===== config.mk =====
export PLATFORM = sky130hd
export DESIGN_NAME = flow_hash_unit
export DESIGN_NICKNAME = d
export VERILOG_FILES = /design/src/rtl/flow_hash_pkg.sv /design/src/rtl/flow_key_fold.sv /design/src/rtl/flow_hash_mix.sv /design/src/rtl/flow_hash_unit.sv
export SDC_FILE = /design/constraint.sdc
export NUM_CORES = 1
export LEC_CHECK = 0
export BUFFER_PORTS_ARGS = -buffer_cell sky130_fd_sc_hd__buf_2
export CAP_MARGIN = 20
export CORE_AREA = 2 2 121 123
export DETAILED_ROUTE_END_ITERATION = 12
export DIE_AREA = 0 0 123 125
export PLACE_DENSITY = 0.78
export SLEW_MARGIN = 20
export SYNTH_ARGS = -nofsm -noshare
export SYNTH_HDL_FRONTEND = slang
export SYNTH_SLANG_ARGS = --single-unit

===== constraint.sdc =====
create_clock -name clk -period 2.1 [get_ports clk]
set_clock_uncertainty 0.15 [all_clocks]
set_input_delay 0.21 -clock clk [delete_from_list [all_inputs] [get_ports clk]]
set_output_delay 0.21 -clock clk [all_outputs]
set_load 0.005 [all_outputs]

===== src/rtl/flow_hash_pkg.sv =====
package flow_hash_pkg;
   typedef enum logic [2:0] {
      FT_V4_NAPT  = 3'd0,
      FT_V4_ROUTE = 3'd1,
      FT_BRIDGE   = 3'd2,
      FT_V4_IN_V6 = 3'd3,
      FT_V6_3T    = 3'd4,
      FT_V6_5T    = 3'd5,
      FT_RSVD     = 3'd6,
      FT_V6_IN_V4 = 3'd7
   } flow_type_e;

   localparam int unsigned WORD_W = 32;

   typedef struct packed {
      logic [WORD_W-1:0] a;
      logic [WORD_W-1:0] b;
      logic [WORD_W-1:0] c;
   } fold_t;
endpackage


===== src/rtl/flow_key_fold.sv =====
module flow_key_fold
   import flow_hash_pkg::*;
#(
   parameter int unsigned KEY_W = 128
) (
   input  logic [2:0]       pkt_type,
   input  logic [KEY_W-1:0] key_src,
   input  logic [KEY_W-1:0] key_dst,
   input  logic [WORD_W-1:0] key_ports,
   output fold_t            words,
   output logic             unsupported
);
   localparam int unsigned NWORDS = KEY_W / WORD_W;

   if (KEY_W != 128) begin : g_bad_key
      $error("flow_key_fold: KEY_W must be 128");
   end

   logic [WORD_W-1:0] sw [NWORDS];
   logic [WORD_W-1:0] dw [NWORDS];

   for (genvar k = 0; k < NWORDS; k++) begin : g_split
      assign sw[k] = key_src[KEY_W-1-WORD_W*k -: WORD_W];
      assign dw[k] = key_dst[KEY_W-1-WORD_W*k -: WORD_W];
   end

   logic [31:0] smac_hi, dmac_hi;
   logic [15:0] smac_lo, dmac_lo;
   assign smac_hi = key_src[47:16];
   assign smac_lo = key_src[15:0];
   assign dmac_hi = key_dst[47:16];
   assign dmac_lo = key_dst[15:0];

   always_comb begin
      words       = '0;
      unsupported = 1'b0;
      unique case (flow_type_e'(pkt_type))
         FT_BRIDGE: begin
            words.a = {16'h0, smac_lo} ^ {smac_hi[15:0], 16'h0};
            words.b = {16'h0, smac_hi[31:16]} ^ {16'h0, dmac_lo};
            words.c = dmac_hi;
         end
         FT_V4_NAPT, FT_V4_ROUTE: begin
            words.a = key_ports;
            words.b = key_dst[31:0];
            words.c = key_src[31:0];
         end
         FT_V6_3T, FT_V6_5T: begin
            words.a = sw[3] ^ dw[3] ^ key_ports;
            words.b = sw[2] ^ dw[2] ^ dw[0];
            words.c = sw[1] ^ dw[1] ^ sw[0];
         end
         default: unsupported = 1'b1;
      endcase
   end
endmodule


===== src/rtl/flow_hash_mix.sv =====
module flow_hash_mix
   import flow_hash_pkg::*;
#(
   parameter int unsigned IDX_W = 14
) (
   input  fold_t             words,
   output logic [IDX_W-1:0]  idx
);
   logic [WORD_W-1:0] sel, rot, mixed, folded, shifted;

   always_comb begin
      sel     = (words.a & words.b) | (~words.a & words.c);
      rot     = {sel[WORD_W-9:0], sel[WORD_W-1 -: 8]};
      mixed   = rot ^ words.a ^ words.b ^ words.c;
      folded  = mixed ^ (mixed >> 16);
      shifted = folded << 1;
   end

   assign idx = shifted[IDX_W-1:0];
endmodule


===== src/rtl/flow_hash_unit.sv =====
module flow_hash_unit
   import flow_hash_pkg::*;
#(
   parameter int unsigned TABLE_ENTRIES = 16384,
   parameter bit          REGISTERED    = 1'b1,
   localparam int unsigned IDX_W        = $clog2(TABLE_ENTRIES)
) (
   input  logic             clk,
   input  logic             rst,
   input  logic             in_valid,
   input  logic [2:0]       pkt_type,
   input  logic [127:0]     key_src,
   input  logic [127:0]     key_dst,
   input  logic [31:0]      key_ports,
   output logic             out_valid,
   output logic [IDX_W-1:0] bucket_idx,
   output logic             type_err
);
   if ((TABLE_ENTRIES & (TABLE_ENTRIES - 1)) != 0) begin : g_bad_pow2
      $error("flow_hash_unit: TABLE_ENTRIES must be a power of two");
   end
   if (IDX_W < 2 || IDX_W > WORD_W) begin : g_bad_size
      $error("flow_hash_unit: TABLE_ENTRIES out of range");
   end

   fold_t            words;
   logic             unsup;
   logic [IDX_W-1:0] mix_idx;
   logic [IDX_W-1:0] idx_next;

   flow_key_fold #(.KEY_W(128)) u_fold (
      .pkt_type    (pkt_type),
      .key_src     (key_src),
      .key_dst     (key_dst),
      .key_ports   (key_ports),
      .words       (words),
      .unsupported (unsup)
   );

   flow_hash_mix #(.IDX_W(IDX_W)) u_mix (
      .words (words),
      .idx   (mix_idx)
   );

   assign idx_next = unsup ? {IDX_W{1'b1}} : mix_idx;

   if (REGISTERED) begin : g_reg
      always_ff @(posedge clk) begin
         if (rst) begin
            out_valid  <= 1'b0;
            bucket_idx <= '0;
            type_err   <= 1'b0;
         end else begin
            out_valid <= in_valid;
            if (in_valid) begin
               bucket_idx <= idx_next;
               type_err   <= unsup;
            end
         end
      end
   end else begin : g_comb
      assign out_valid  = in_valid;
      assign bucket_idx = idx_next;
      assign type_err   = unsup;
   end
endmodule


==> results.tsv, run 1 <==
stage	metric	value	unit
worst_hold_path	Hold Startpoint	in_valid	
route	Antenna Violating Nets Remaining	0	
synthesis	asr flop ratio synth	0	%
sta	Sum Neg Setup Slack	-143.5	ps
job	max-cap viol count	0	
critical_path	Startpoint Class	input port	
global_routing	initial antenna violation count	1	
clocking	CTS Hold Bufs	0	
power	Pwr Density	402.5	nW/µm²
clocking	clk slew on worst S/H paths	50	ps
critical_path	CP max stage cell	xnor3_1	
synthesis	Synth Register Bits	15	
synthesis	Synth Net Count	980	
clocking	TritonCTS Sinks	15	
route	DR WL/cell	16.90	µm
synthesis	cell taking the most area after synthesis	xnor2_1	
outcome	outcome	finished, violations left	
critical_path	worst path bufs/invs	4	
synthesis	sequential-to-total area share from yosys stat	5.527	%
clocking	CTS tree	done	
finish	fraction of layout cells with a size suffix above 1	47.47	%
global_routing	first-pass GRT wire length	30890	µm
synthesis	top cell type's share of synthesized area	25.96	%
placement	pre-CTS setup slack	-437.7	ps
sta	Final period util	103.2	%
clocking	CTS H-tree lvls	1	
critical_path	worst-path cell chain	buf_8 -> buf_6 -> and2b_4 -> buf_12 -> buf_8 -> a221oi_2 -> a31o_2 -> xnor3_1 -> xnor2_2 -> xnor2_1 -> a211oi_1	
route	DRC	0	
synthesis	Synth area leaders	xnor2_1 (26%), xor2_1 (14%), mux2i_1 (6.4%)	
sta	slew at the pin closest to its max-slew limit	484.2	ps
clocking	TritonCTS buffer count	3	
outcome	failing checks	negative setup slack	
placement	Detail Placement HPWL	16950	µm
floorplanning	die width	123	µm
floorplanning	Die H	125	µm
critical_path	worst r2r src	bucket_idx[11]	
finish	Area growth, synth to finish	57.95	%
sta	final-report hold violation count	0	
sta	Setup WS post-layout	-67.10	ps
route	detailed router's first-iteration violation count	412	
power	maximum vdd drop	259.1	µV
sta	Hold Slack	103.8	ps
synthesis	Post-synth top flop	dfxtp_1	
floorplanning	area of the die	15380	µm²
critical_path	crit end category	register	
finish	Storage cell area	300.3	µm²
global_routing	total grt overflow	0	
finish	commonest non-fill, non-tap cell in the layout	buf_2	
critical_path	slowest cell delay on critical path	440	ps
global_routing	GRT Total Usage	24.88	%
finish	fin nets	1361	
floorplanning	Starting Density	38.25	%
synthesis	Post-Syn Area	5433	µm²
finish	most frequent cells in the layout	buf_2 (306), xnor2_1 (156), buf_4 (86)	
synthesis	Yosys Warn Count	0	
critical_path	worst-path fanout max	7	
critical_path	Worst Setup SP	pkt_type[1]	
clocking	worst skew pair latency	240	ps
critical_path	data required time at the worst endpoint	2110	ps
synthesis	Synth cell types	48	
sta	pins over their slew limit	0	
clocking	deepest clock path buffer count	2	
sta	Slew HR	67.49	%
placement	port buffer count	309	
route	Via density	5.188	
floorplanning	core area	14200	µm²
critical_path	WS Path Type	in2reg	
placement	GPL Wtd Cong	0.8901	
critical_path	CP delay by family, top	XOR/XNOR gates	
floorplanning	row cnt	44	
critical_path	most used cell, CP	buf_8	
route	DR pass1 iterations	5	
power	Leak	3.901	nW
route	via count	6496	
sta	Max Fclk	461.4	MHz
global_routing	via count of the first global-routing pass	6080	
finish	number of fill cells	1319	
finish	multi-input combinational cell area	5298	µm²
global_routing	pin count of the biggest net entering global routing	30	
critical_path	WP data arrival	2180	ps
floorplanning	# IOs	310	
worst_hold_path	worst min path class	in2reg	
sta	Final Critical Period	2167	ps
synthesis	Post-Synthesis Mean Instance Area	7.919	µm²
clocking	Root Driver	clkbuf_16	
synthesis	Post-synth EDFFs	0	
synthesis	synthesized instance count	686	
sta	setup violators final	3	
route	Routed WL	21160	µm
sta	RSZ-0062 raised after global routing	true	
## report_power, final
part,switching [W],internal [W]
logic,0.00125,0.00146
registers,0.0000259,0.000334
clock network,0.000120,0.000258
total,0.00140,0.00205
## logic make-up (layout without fill, tap and decap cells)
family          after synthesis  count (layout)  synth area share (%)
compound gates              180             180                 23.54
xor+xnor                    261             261                 45.19
buf+inv                      54             434                 5.758
other cells                   0               2                     0
mux                          35              35                 6.449
simple gates                141             141                 13.54
flops                        15              15                 5.527
## what timing repair did
item / 4_1_cts / 5_1_grt
cloned: 0 / 3
gates resized for setup: 37 / 81
pin swaps: 23 / 51
setup endpoints to repair: 13 / 13
setup buffers: 4 / 9
## flip-flops by register name, indices dropped and copies added, names as in the netlist
register / count
out_valid: 1
bucket_idx: 14
## layout make-up
cell class                 instances  area share, %
inverter                          11         0.5104
multi-input combinational        617          61.74
tap                              184          2.683
clock buffer                       4         0.9186
sequential                        15          3.500
antenna                            2        0.05833
timing repair buffer             419          30.59
## metal layers
metal	part of all wire, %	wire, µm	vias to the layer above	GRT usage [%]
met4	0.94	199	0	3.409
met2	51	10820	253	45.24
li1	-	-	3185	-
met1	41	8694	3044	31.72
met5	0	0	-	0
met3	6.8	1441	14	3.193
## path summary, 6_finish.rpt
check                                      end  slack (ps)  cells past startpoint
worst min register to register  bucket_idx[10]         330                      2
worst max register to register  bucket_idx[11]        1250                      2
worst max-delay path             bucket_idx[1]         -70                     11
worst min-delay path                 out_valid         100                      2
## cells in the mapped netlist, types with 2 or more instances
master,instances
buf_2,22
a21oi_1,29
a221oi_1,11
buf_4,4
a211oi_1,13
mux2i_1,35
a221o_1,2
a22oi_1,34
dfxtp_1,15
nor3_1,2
xnor2_1,161
nor2b_1,5
nand2_2,2
nor2_1,25
o221ai_1,2
or3_1,7
a21oi_2,2
nor3b_1,13
xnor3_1,9
nand2b_1,17
nand3_1,10
a22o_1,6
xor2_1,88
nand2_1,43
nand3b_1,11
xor3_1,3
o21ai_0,27
nor2_2,2
inv_1,10
buf_6,9
clkbuf_1,7
a31oi_1,8
o2bb2ai_1,12
o22ai_1,16
a211oi_2,4
a31o_2,7
o21ai_1,2
## through the flow
| stage | instances | area, µm² | util (%) | total power (W) |
|---|---|---|---|---|
| 2_1_floorplan | 686 | 5456 | - | 0.001940 |
| 3_3_place_gp | 1230 | 7727 | 54.40 | 0.002778 |
| 3_5_place_dp | 1230 | 7727 | 54.40 | 0.002818 |
| 4_1_cts | 1238 | 7993 | 56.27 | 0.003272 |
| 5_1_grt | 1251 | 8578 | 60.39 | 0.003687 |
| 6_report | 1252 | 8581 | 60.41 | 0.003454 |
No activity file was read; power rests on OpenSTA's default activity.
==> run 2: changes to the inputs <==
--- a/config.mk
+++ b/config.mk
@@ -7,10 +7,10 @@
 export LEC_CHECK = 0
 export BUFFER_PORTS_ARGS = -buffer_cell sky130_fd_sc_hd__buf_2
 export CAP_MARGIN = 20
-export CORE_AREA = 2 2 121 123
+export CORE_AREA = 2 2 119 121
 export DETAILED_ROUTE_END_ITERATION = 12
-export DIE_AREA = 0 0 123 125
-export PLACE_DENSITY = 0.78
+export DIE_AREA = 0 0 121 123
+export PLACE_DENSITY = 0.77
 export SLEW_MARGIN = 20
 export SYNTH_ARGS = -nofsm -noshare
 export SYNTH_HDL_FRONTEND = slang
==> constraint.sdc (replaced) <==
create_clock -name clk -period 2.3 [get_ports clk]
set_clock_uncertainty 0.15 [all_clocks]
set_input_delay 0.23 -clock clk [delete_from_list [all_inputs] [get_ports clk]]
set_output_delay 0.23 -clock clk [all_outputs]
set_load 0.005 [all_outputs]
==> run 2 against run 1 <==
  * The run now ends clean
  * Sequential power fell by 9.2%
  * Utilization fell by 2.2 points
  * Routed wire length fell by 3.5%
  * Largest cell class unchanged
  * Cell count decreased by 2.3%
  * Global-route usage up 0.35 points
==> results.tsv, run 2 (synthesis results as in run 1) <==
stage	metric	value	unit	change
outcome	outcome	finished, final reports clean		
finish	Area growth, synth to finish	45.97	%	
sta	Final Critical Period	2236	ps	
sta	Setup WS post-layout	63.73	ps	+130.8 ps
finish	commonest non-fill, non-tap cell in the layout	buf_2		
power	maximum vdd drop	207.3	µV	-20%
global_routing	total grt overflow	0		unchanged
sta	pins over their slew limit	0		unchanged
critical_path	worst r2r src	bucket_idx[3]		
placement	placed cell area	7581	µm²	-1.9%
floorplanning	row cnt	43		-2.3%
clocking	CTS H-tree lvls	1		unchanged
clocking	deepest clock path buffer count	2		unchanged
global_routing	GRT Total Usage	25.23	%	+0.35 points
placement	GPL Wtd Cong	0.8483		-4.7%
global_routing	pin count of the biggest net entering global routing	36		+20%
finish	most frequent cells in the layout	buf_2 (307), xnor2_1 (159), xor2_1 (86)		
clocking	TritonCTS buffer count	3		unchanged
finish	fin nets	1335		-1.9%
route	detailed router's first-iteration violation count	354		-14%
route	DRC	0		unchanged
route	Antenna Violating Nets Remaining	0		unchanged
route	via count	6362		-2.1%
critical_path	worst-path fanout max	7		unchanged
route	Routed WL	20430	µm	-3.5%
finish	Largest Register	bucket_idx		
job	max-cap viol count	0		unchanged
clocking	Root Driver	clkbuf_16		
sta	setup violators final	0		-3
worst_hold_path	hold path depth	2		unchanged
critical_path	reg-to-reg slack, setup	1460	ps	+210 ps
finish	Largest register FFs	14		unchanged
critical_path	WS Path Type	in2reg		
critical_path	cell count of the worst reg-to-reg path	2		unchanged
worst_hold_path	Min-Delay Endpoint	out_valid		
global_routing	initial antenna violation count	5		+4
finish	number of fill cells	1282		-2.8%
placement	port buffer count	309		unchanged
floorplanning	Starting Density	39.91	%	+1.7 points
sta	Max Fclk	447.2	MHz	
placement	pre-CTS setup slack	-329.3	ps	+108.4 ps
global_routing	via count of the first global-routing pass	6132		+0.86%
power	Pwr Density	375.0	nW/µm²	-6.8%
route	DR pass1 iterations	5		unchanged
finish	post-route design area	7930	µm²	-7.6%
critical_path	data required time at the worst endpoint	2320	ps	+210 ps
sta	final-report hold violation count	0		unchanged
finish	largest registers	bucket_idx x14, out_valid x1		
sta	slew at the pin closest to its max-slew limit	385.2	ps	-98.99 ps
sta	Slew HR	74.32	%	+6.8 points
worst_hold_path	worst min path class	in2reg		
critical_path	crit end category	register		
floorplanning	area of the die	14880	µm²	-3.2%
critical_path	Critical R2R Capture	bucket_idx[3]		
route	Via density	5.202		+0.26%
floorplanning	Die H	123	µm	-1.6%
floorplanning	core area	13610	µm²	-4.2%
global_routing	first-pass GRT wire length	30080	µm	-2.6%
worst_hold_path	Hold Startpoint	rst		
sta	RSZ-0062 raised after global routing	true		
sta	Final period util	97.23	%	
floorplanning	# IOs	310		unchanged
finish	fraction of layout cells with a size suffix above 1	42.31	%	-5.2 points
route	DR WL/cell	16.70	µm	-1.2%
clocking	worst skew pair latency	250	ps	about the same
clocking	CTS tree	done		
critical_path	WP data arrival	2260	ps	+80 ps
clocking	TritonCTS Sinks	15		unchanged
clocking	clk slew on worst S/H paths	50	ps	about the same
critical_path	Startpoint Class	input port		
floorplanning	die width	121	µm	-1.6%
placement	Detail Placement HPWL	17000	µm	+0.32%
power	Leak	3.635	nW	-6.8%
[run 2: per-layer routing]
layer  part of all wire, %  global-route usage [%]  vias up
li1                      -                       -     3138
met1                    41                   30.36     2937
met2                    51                   46.98      260
met3                   7.4                   4.751       23
met4                   1.2                   4.433        4
met5                  0.11                       0        -
[run 2: what timing repair did]
item | CTS | global route
endpoints found under the hold margin | 0 | 0
hold buffers | 0 | 0
setup endpoints to repair | 4 | 12
gates resized for setup | 3 | 40
pin swaps | 0 | 9
setup buffers | 0 | 7
gates cloned | 0 | 1
[run 2: cell type report]
| class | instances | area, µm² | area share (%) |
|---|---|---|---|
| multi-input combinational | 617 | 4955 | 62.48 |
| timing repair buffer | 393 | 2321 | 29.27 |
| sequential | 15 | 300.3 | 3.787 |
| tap | 180 | 225.2 | 2.840 |
| clock buffer | 3 | 75.07 | 0.9467 |
| inverter | 11 | 41.29 | 0.5207 |
| antenna | 3 | 7.507 | 0.09467 |
| clock inverter | 1 | 5.005 | 0.06311 |
[run 2: how the worst max path moves through the flow]
| stage | endpoint | slack, ps | cells past startpoint | startpoint |
|---|---|---|---|---|
| 6_report | bucket_idx[1] | 60 | 11 | pkt_type[1] |
| 5_1_grt | bucket_idx[13] | -60 | 13 | pkt_type[1] |
| 4_1_cts | bucket_idx[13] | 3 | 9 | pkt_type[2] |
| 3_5_place_dp | bucket_idx[13] | -330 | 7 | pkt_type[2] |
| 3_3_place_gp | bucket_idx[13] | -220 | 9 | pkt_type[2] |
| 2_1_floorplan | bucket_idx[13] | 100 | 8 | pkt_type[1] |
[run 2: per-stage QoR]
step / hold slack, ps / TNS, ps / utilization, % / cells / power [W]
2_1_floorplan: 151.6 / 0 / - / 686 / 0.001765
3_3_place_gp: 327.3 / -2088 / 55.69 / 1208 / 0.002491
3_5_place_dp: 327.9 / -2772 / 55.69 / 1208 / 0.002528
4_1_cts: 237.4 / 0 / 56.33 / 1212 / 0.002894
5_1_grt: 237.0 / -176.1 / 58.26 / 1223 / 0.003181
6_report: 220.5 / 0 / 58.26 / 1223 / 0.002974
[run 2: worst max-delay path, stage by stage]
cell,delay [ps]
buf_12,110
buf_12,120
and2b_4,220
buf_12,140
a22o_1,200
o21ai_2,180
xnor2_1,140
xnor3_1,450
xnor2_2,150
xnor2_1,130
a211oi_1,180
[run 2: power breakdown]
group / switching (W) / internal, W / total, W
logic: 0.00105 / 0.00124 / 0.00229
registers: 0.0000225 / 0.000304 / 0.000327
clock network: 0.000122 / 0.000233 / 0.000355
==> run 3: changes to the inputs <==
--- a/config.mk
+++ b/config.mk
@@ -5,12 +5,13 @@
 export SDC_FILE = /design/constraint.sdc
 export NUM_CORES = 1
 export LEC_CHECK = 0
+export ABC_AREA = 1
 export BUFFER_PORTS_ARGS = -buffer_cell sky130_fd_sc_hd__buf_2
 export CAP_MARGIN = 20
-export CORE_AREA = 2 2 119 121
+export CORE_MARGIN = 2
+export CORE_UTILIZATION = 51
 export DETAILED_ROUTE_END_ITERATION = 12
-export DIE_AREA = 0 0 121 123
-export PLACE_DENSITY = 0.77
+export PLACE_DENSITY = 0.87
 export SLEW_MARGIN = 20
 export SYNTH_ARGS = -nofsm -noshare
 export SYNTH_HDL_FRONTEND = slang
==> run 3 against run 2 <==
  * Clock power about the same
  * Power down 9.2%
  * Maximum frequency up 12%
  * Utilization up 6.7 points
  * Largest cell class unchanged
==> results.tsv, run 3 <==
stage	metric	value	unit	change
route	DR WL/cell	11.14	µm	-33%
clocking	CTS H-tree lvls	1		unchanged
power	Pwr Density	286.3	nW/µm²	-24%
finish	Storage cell area	300.3	µm²	unchanged
route	Routed WL	23700	µm	+16%
global_routing	GRT Total Usage	28.51	%	+3.3 points
sta	Max Fclk	500.0	MHz	+12%
synthesis	Post-synth EDFFs	0		unchanged
synthesis	Synth Register Bits	15		unchanged
finish	Largest Register	bucket_idx		
floorplanning	row cnt	44		+2.3%
clocking	deepest clock path buffer count	2		unchanged
sta	Final period util	86.96	%	-10 points
sta	Final Critical Period	2000	ps	-236.1 ps
route	detailed router's first-iteration violation count	526		+49%
sta	pins over their slew limit	0		unchanged
clocking	CTS Hold Bufs	0		unchanged
placement	GPL Wtd Cong	0.9072		+6.9%
synthesis	Post-Syn Area	7572	µm²	+39%
floorplanning	core area	14530	µm²	+6.8%
synthesis	Post-Synthesis Mean Instance Area	4.623	µm²	-42%
synthesis	Synth area leaders	nand2_1 (35%), inv_1 (17%), nand3_1 (16%)		
critical_path	reg-to-reg slack, setup	1400	ps	-60 ps
finish	Largest register FFs	14		unchanged
clocking	Post CTS Setup Buffer Count	0		unchanged
job	max-cap viol count	0		unchanged
power	Leak	6.401	nW	+76%
route	DR pass1 iterations	5		unchanged
floorplanning	area of the die	15840	µm²	+6.4%
synthesis	asr flop ratio synth	0	%	unchanged
placement	Detail Placement HPWL	20050	µm	+18%
finish	commonest non-fill, non-tap cell in the layout	nand2_1		
finish	Non-Filler Instances	2127		+74%
finish	final core occ	64.91	%	+6.7 points
synthesis	synthesized instance count	1638		+140%
finish	fraction of layout cells with a size suffix above 1	20.88	%	-21 points
synthesis	top cell type's share of synthesized area	35.24	%	+9.3 points
finish	Area growth, synth to finish	24.59	%	
route	DRC	0		unchanged
global_routing	first-pass GRT wire length	39030	µm	+30%
floorplanning	Starting Density	52.10	%	+12 points
critical_path	Startpoint Class	input port		
finish	number of fill cells	1458		+14%
clocking	CTS tree	done		
global_routing	total grt overflow	0		unchanged
sta	final-report hold violation count	0		unchanged
floorplanning	# IOs	310		unchanged
clocking	TritonCTS buffer count	3		unchanged
synthesis	most numerous cell in the Yosys netlist	nand2_1		
clocking	TritonCTS Sinks	15		unchanged
synthesis	Synth cell types	32		-33%
route	via count	10630		+67%
critical_path	WS Path Type	in2reg		
synthesis	sequential-to-total area share from yosys stat	3.966	%	-1.6 points
clocking	Root Driver	clkbuf_16		
sta	RSZ-0062 raised after global routing	false		
sta	Sum Neg Setup Slack	0	ps	unchanged
worst_hold_path	worst min path class	in2reg		
synthesis	Post-synth top flop	dfxtp_1		
route	Antenna Violating Nets Remaining	0		unchanged
sta	slew at the pin closest to its max-slew limit	338.8	ps	-46.36 ps
synthesis	Synth Net Count	1932		+97%
global_routing	via count of the first global-routing pass	9635		+57%
global_routing	initial antenna violation count	3		-2
route	Via density	4.997		-3.9%
global_routing	pin count of the biggest net entering global routing	37		+2.8%
clocking	worst skew pair latency	250	ps	about the same
power	maximum vdd drop	205.1	µV	-1.1%
placement	port buffer count	309		unchanged
finish	most frequent cells in the layout	nand2_1 (711), inv_1 (348), buf_2 (309)		
finish	largest registers	bucket_idx x14, out_valid x1		
sta	Slew HR	77.41	%	+3.1 points
clocking	post-CTS sizing	0		-3
critical_path	data required time at the worst endpoint	2300	ps	-20 ps
floorplanning	Die H	125.9	µm	+2.3%
clocking	clk slew on worst S/H paths	50	ps	about the same
finish	fin nets	2235		+67%
outcome	outcome	finished, final reports clean		
sta	setup violators final	0		unchanged
floorplanning	die width	125.9	µm	+4.0%
placement	cell count after placement	2120		+75%
synthesis	Yosys Warn Count	0		unchanged
critical_path	worst-path fanout max	12		+5
critical_path	crit end category	register		
finish	multi-input combinational cell area	5673	µm²	+14%
critical_path	WP data arrival	2000	ps	-260 ps
synthesis	synth cell count leaders	nand2_1 (711), inv_1 (348), nand3_1 (247)		
synthesis	cell taking the most area after synthesis	nand2_1		
run 3: kinds of logic (layout without fill, tap and decap cells):
group	Yosys count	count (layout)	synth area share (%)
simple gates	1105	1105	62.94
buf+inv	387	689	21.15
compound gates	86	86	6.742
xor+xnor	45	45	5.205
flops	15	15	3.966
other cells	0	3	0
run 3: metrics by stage:
stage | cell area [µm²] | hold slack, ps | setup WS [ps] | power, W
after global routing | 9434 | 197.6 | 53.36 | 0.003022
after global placement | 9346 | 352.7 | 122.3 | 0.002253
final | 9434 | 186.1 | 299.8 | 0.002701
after floorplan | 7572 | 205.2 | 469.7 | 0.001690
after detailed placement | 9346 | 352.0 | 70.60 | 0.002329
after CTS | 9427 | 191.1 | 315.9 | 0.002697
run 3: layout make-up:
type / count / share of cell area [%]
flip-flops and latches: 15 / 3.183
clock inverters: 1 / 0.05305
diodes: 3 / 0.07958
clock buffers: 3 / 0.7958
well taps: 184 / 2.440
inverters: 354 / 14.11
multi-input cells: 1236 / 60.13
repair buffers: 331 / 19.20
run 3: report_power, final:
part,switching [W],internal (W),total [W]
clock,0.000124,0.000233,0.000357
sequential,0.0000179,0.000289,0.000307
combinational,0.00121,0.000827,0.00204
total,0.00135,0.00135,0.00270
run 3: per-layer routing:
| layer | up-vias | share of wire, % | GRT usage, % |
|---|---|---|---|
| li1 | 5589 | - | - |
| met1 | 4595 | 41 | 32.12 |
| met2 | 377 | 48 | 54.21 |
| met3 | 68 | 7.1 | 4.163 |
| met4 | 0 | 3.7 | 10.21 |
| met5 | - | 0 | 0 |
run 3: final timing paths:
| check | from | end | cells after the start |
|---|---|---|---|
| worst max register to register | bucket_idx[1] | bucket_idx[1] | 4 |
| worst max-delay path | pkt_type[2] | bucket_idx[10] | 19 |
| worst min-delay path | rst | out_valid | 2 |
| worst min register to register | bucket_idx[9] | bucket_idx[9] | 2 |
run 3: worst max-delay path: stages:
cell     delay [ps]
buf_2           150
buf_4           170
nor2_8          190
buf_4           230
nand2_1          70
o21ai_1          90
inv_1            60
nand2_1         100
nand2_1          60
nand2_1          80
inv_1            40
nand2_1          90
nand2_1          80
nand2_1          60
nand2_1          50
nand2_1          70
nand3_1          70
nand2_1          60
inv_1            40
